**src/rtl/wsg_pkg.sv**
```systemverilog
package wsg_pkg;
    localparam int SEL_W   = 3;
    localparam int NUM_STB = 1 << SEL_W;

    typedef struct packed {
        logic             armed;
        logic [SEL_W-1:0] pidx;
        logic [SEL_W-1:0] sidx;
        logic             sub_hit;
    } wsg_state_t;
endpackage

```
**src/rtl/wsg_phase.sv**
```systemverilog
module wsg_phase (
    input  logic clk,
    input  logic rst_n,
    input  logic phi2_i,
    output logic rise_o,
    output logic level_o
);
    logic phase_d, phase_q;

    always_comb begin
        phase_d = phi2_i;
    end

    always_ff @(posedge clk) begin
        if (!rst_n) phase_q <= 1'b0;
        else        phase_q <= phase_d;
    end

    assign rise_o  = phi2_i & ~phase_q;
    assign level_o = phase_q;


    rise_needs_low_chk: assert property (@(posedge clk) disable iff (!rst_n)
        rise_o |=> level_o);
endmodule

```
**src/rtl/wsg_onehot.sv**
```systemverilog
module wsg_onehot #(
    parameter int W = 3,
    localparam int N = 1 << W
) (
    input  logic [W-1:0] idx_i,
    input  logic         en_i,
    output logic [N-1:0] out_n_o
);
    for (genvar k = 0; k < N; k++) begin : g_bit
        assign out_n_o[k] = ~(en_i && (idx_i == k[W-1:0]));
    end


    always_comb begin
        onehot_out_chk: assert ($countones(~out_n_o) <= 1);
    end
endmodule

```
**src/rtl/wstrobe_gen.sv**
```systemverilog
module wstrobe_gen
    import wsg_pkg::*;
#(
    parameter int AW      = 16,
    parameter int PRI_LSB = 4,
    parameter int SUB_LSB = 0,
    parameter bit SUB_EN  = 1'b1,
    parameter int SUB_SRC = 7
) (
    input  logic               clk,
    input  logic               rst_n,
    input  logic [AW-1:0]      addr_i,
    input  logic               rw_i,
    input  logic               phi2_i,
    input  logic               sel_i,
    output logic [NUM_STB-1:0] strobe_n_o,
    output logic [NUM_STB-1:0] sub_strobe_n_o
);
    localparam logic [SEL_W-1:0] SUB_SRC_L = SUB_SRC[SEL_W-1:0];

    wsg_state_t st_d, st_q;
    logic       rise, level, start, pri_en, sub_en;

    wsg_phase u_phase (
        .clk     (clk),
        .rst_n   (rst_n),
        .phi2_i  (phi2_i),
        .rise_o  (rise),
        .level_o (level)
    );

    assign start = rise & sel_i & ~rw_i;

    always_comb begin
        st_d = st_q;
        if (start) begin
            st_d.armed   = 1'b1;
            st_d.pidx    = addr_i[PRI_LSB +: SEL_W];
            st_d.sidx    = addr_i[SUB_LSB +: SEL_W];
            st_d.sub_hit = SUB_EN && (addr_i[PRI_LSB +: SEL_W] == SUB_SRC_L);
        end else if (!phi2_i) begin
            st_d.armed   = 1'b0;
        end
    end

    always_ff @(posedge clk) begin
        if (!rst_n) st_q <= '0;
        else        st_q <= st_d;
    end

    assign pri_en = st_q.armed & level;
    assign sub_en = pri_en & st_q.sub_hit;

    wsg_onehot #(.W(SEL_W)) u_pri (
        .idx_i   (st_q.pidx),
        .en_i    (pri_en),
        .out_n_o (strobe_n_o)
    );

    if (SUB_EN) begin : g_sub
        wsg_onehot #(.W(SEL_W)) u_sub (
            .idx_i   (st_q.sidx),
            .en_i    (sub_en),
            .out_n_o (sub_strobe_n_o)
        );
    end else begin : g_nosub
        assign sub_strobe_n_o = '1;
    end


    low_needs_phase_chk: assert property (@(posedge clk) disable iff (!rst_n)
        (!(&strobe_n_o)) |-> $past(phi2_i));


    fall_needs_write_chk: assert property (@(posedge clk) disable iff (!rst_n)
        $fell(&strobe_n_o) |-> $past(~rw_i & sel_i & phi2_i));


    steady_pulse_chk: assert property (@(posedge clk) disable iff (!rst_n)
        (!(&strobe_n_o) && $past(!(&strobe_n_o))) |-> $stable(strobe_n_o));


    sub_inside_pri_chk: assert property (@(posedge clk) disable iff (!rst_n)
        (!(&sub_strobe_n_o)) |-> !strobe_n_o[SUB_SRC]);


    pri_onehot_chk: assert property (@(posedge clk) disable iff (!rst_n)
        $onehot0(~strobe_n_o));


    sub_onehot_chk: assert property (@(posedge clk) disable iff (!rst_n)
        $onehot0(~sub_strobe_n_o));
endmodule

```
**config.mk**
```make
export PLATFORM = sky130hd
export DESIGN_NAME = wstrobe_gen
export DESIGN_NICKNAME = d
export VERILOG_FILES = /design/src/rtl/wsg_pkg.sv /design/src/rtl/wsg_phase.sv /design/src/rtl/wsg_onehot.sv /design/src/rtl/wstrobe_gen.sv
export SDC_FILE = /design/constraint.sdc
export NUM_CORES = 1
export LEC_CHECK = 0
export BUFFER_PORTS_ARGS = -buffer_cell sky130_fd_sc_hd__buf_2
export CAP_MARGIN = 10
export CORE_MARGIN = 2
export CORE_UTILIZATION = 39
export CTS_CLUSTER_DIAMETER = 200
export CTS_CLUSTER_SIZE = 12
export DETAILED_ROUTE_END_ITERATION = 8
export GPL_TIMING_DRIVEN = 0
export PLACE_DENSITY = 0.72
export SLEW_MARGIN = 20
export SYNTH_ARGS = -nofsm -noshare
export SYNTH_HDL_FRONTEND = slang
export SYNTH_HIERARCHICAL = 1
export SYNTH_SLANG_ARGS = --single-unit
```
**constraint.sdc**
```tcl
create_clock -name clk -period 1.45 [get_ports clk]
set_input_delay 0.0725 -clock clk [delete_from_list [all_inputs] [get_ports clk]]
set_output_delay 0.0725 -clock clk [all_outputs]
set_load 0.01 [all_outputs]
```
==> flow_metrics.env <==
export IMPL_status="completed"
export IMPL_switching_share=0.232
export IMPL_whs_path_depth=2
export IMPL_synth_edf_count=0
export IMPL_ios=37
export IMPL_gr_total_overflow=0
export IMPL_wl_per_cell_um=11.2
export IMPL_power_density_nw_per_um2=679
export IMPL_port_buffers=26
export IMPL_hp_start="phi2_i"
export IMPL_die_width_um=40.9
export IMPL_drv_cap=0
export IMPL_syn_instance_count=55
export IMPL_path_class="reg2out"
export IMPL_cts_tree="yes"
export IMPL_seqCellArea_um2=184
export IMPL_final_antenna_net_count=0
export IMPL_hp_class="in2reg"
export IMPL_syn_nets=76
export IMPL_synthFlopType="dfxtp_1"
export IMPL_dp_hpwl_um=844
export IMPL_grt_total_usage=0.169
export IMPL_maxSlewViolCount=0
export IMPL_synth_top_cell_area_share=0.339
export IMPL_reg2reg_depth=5
export IMPL_rows=13
export IMPL_p_int_mw=0.394
export IMPL_area_delta_synth_final_pct=42.1
export IMPL_synth_most_common_cell="nand2_1"
export IMPL_final_nets=112
export IMPL_hold_violations=0
export IMPL_setup_viol=0
export IMPL_numCtsBuffers=3
export IMPL_antenna_found_initial=0
export IMPL_yosysSeqAreaShare=0.339
export IMPL_max_freq_ghz=0.708
export IMPL_cp_start_kind="flip-flop"
export IMPL_post_route_drc_count=0
export IMPL_fillers=117
export IMPL_combPwrFrac=0.106
export IMPL_clock_root_buffer="clkbuf_4"
export IMPL_dr_pass1_iters=4
export IMPL_grt_first_pass_wirelength_mm=1.81
export IMPL_grt_max_degree=11
export IMPL_finalCriticalPeriod_ps=1410
export IMPL_ys_warnings_count=6
export IMPL_cts_htree_levels=1
export IMPL_worstPathArrival_ps=1340
export IMPL_viasPerCell=5.01
export IMPL_crit_path_start="u_phase/level_o"
export IMPL_drive_above_1_share=0.467
export IMPL_max_vdd_ir_drop_mv=0.651
export IMPL_p_leak_nw=0.282
export IMPL_drt_initial_drc_count=10
export IMPL_crit_slowest_cell="or4b_1"
export IMPL_core_area_um2=1280
export IMPL_slowest_delay_ps=410
export IMPL_clk_latency_ps=260
export IMPL_rsz0062_at_grt="yes"
export IMPL_cts_path_max_buffers=2
export IMPL_total_power_mw=0.513
export IMPL_num_antenna_cells=0
export IMPL_pwr_share_seq=0.521
export IMPL_avgSynthCellArea_um2=9.67
export IMPL_path_cells="and3_4 > or4b_1 > buf_2"
export IMPL_synth_top_cells_by_count="nand2_1, dfxtp_1, mux2i_1"
export IMPL_hold_buffers=0
export IMPL_synthTopCellsByArea="dfxtp_1, mux2i_1, nand4bb_1, nand4b_1, nand2_1"
export IMPL_worstMarginPinSlew_ps=255
export IMPL_post_route_period_util=0.974
export IMPL_cts_clk_slew_worst_paths_ps=50
export IMPL_clock_power_share=0.373
export IMPL_vias=526
export IMPL_power_switching_mw=0.119
export IMPL_yosys_register_bits=9
export IMPL_critPathCaptureType="output port"
export IMPL_fin_setup_tns_ps=0
export IMPL_initial_core_util=0.414
export IMPL_cp_required_ps=1380
export IMPL_finalClockSkew_ps=6.91
export IMPL_utilization=0.588
export IMPL_slew_headroom=0.830
export IMPL_synthDistinctLibCells=14
export IMPL_grt_pass1_vias=430
export IMPL_async_reset_ff_frac=0
export IMPL_r2r_start="u_phase/level_o"
export IMPL_multi_input_area_um2=340
export IMPL_syn_area_um2=532
export IMPL_place_congestion=0.728
export IMPL_die_area_um2=1670
export IMPL_crit_path_max_fanout=3
export IMPL_die_h_um=40.9
export IMPL_yosys_area_top_type="dfxtp_1"
export IMPL_wl_mm=1.17
export IMPL_cts_sinks=9
per-layer routing:
layer,up-vias,wire length [µm],global-route usage
li1,283,-,-
met2,11,574,0.258
met5,-,0,0
met3,2,53,0.0815
met4,0,13,0.0500
met1,230,532,0.208
critical path, delay by kind of cell (launching register included):
kind / cells / cell delay [ps]
simple gates: 2 / 590
flops: 1 / 340
buf+inv: 1 / 150
logic make-up (layout without fill, tap and decap cells):
group                  count (synthesis)  after routing  synth area share
AND/OR/NAND/NOR                       36             36             0.480
flip-flops                             9              9             0.339
multiplexers                           7              7             0.132
buffers and inverters                  2             37            0.0353
AO/OA/AOI/OAI                          1              1            0.0141
power groups by stage:
stage	logic (mW)	registers, mW	clock network (mW)
after global routing	0.0602	0.269	0.216
after global placement	0.0497	0.272	0
final	0.0546	0.267	0.191
after detailed placement	0.0510	0.273	0
after floorplan	0.0304	0.269	0
after CTS	0.0543	0.267	0.199
per-stage QoR:
stage	instances	instance area (µm²)	worst slack [ps]	hold WS, ps
after floorplan	55	532	242	194
after global placement	96	681	95.7	307
after detailed placement	96	681	78.2	312
after CTS	102	731	13.3	42.8
after global routing	105	756	-22.9	49.2
final	105	756	37.9	45.5
placed cells by master, fill, tap and decap left out:
cell	count
buf_2	26
nand2_1	13
mux2i_1	7
buf_4	6
nand4b_1	6
nand4bb_1	6
dfxtp_1	6
nand4_1	3
clkbuf_4	3
dfxtp_2	3
and2_1	2
or4b_1	2
and2_4	1
and3b_1	1
buf_6	1
o21a_1	1
and3_4	1
clkbuf_1	1
nor2b_4	1
state kept, by name (all words and copies together), names as in the netlist:
| name | flops |
|---|---|
| u_phase/level_o | 1 |
| st_q | 8 |
path summary, 6_finish.rpt:
kind,endpoint,slack [ps]
worst max-delay path,sub_strobe_n_o[0],40
worst min-delay path,u_phase/level_o,50
worst max register to register,st_q[0],330
worst min register to register,st_q[0],460
final cells by class:
type,instances,area share
repair buffers,31,0.222
plain buffers,2,0.0248
clock buffers,4,0.0348
flip-flops and latches,9,0.243
multi-input cells,44,0.450
well taps,15,0.0248
repair_timing:
| action | 4_1_cts | 5_1_grt |
|---|---|---|
| pin swaps | 1 | 2 |
| buffers inserted | 2 | 3 |
| gates resized for setup | 5 | 2 |
| hold endpoints to repair | 0 | 0 |
| setup endpoints to repair | 2 | 2 |
| gates cloned | 0 | 0 |
Power figures use the tool's default switching activity.
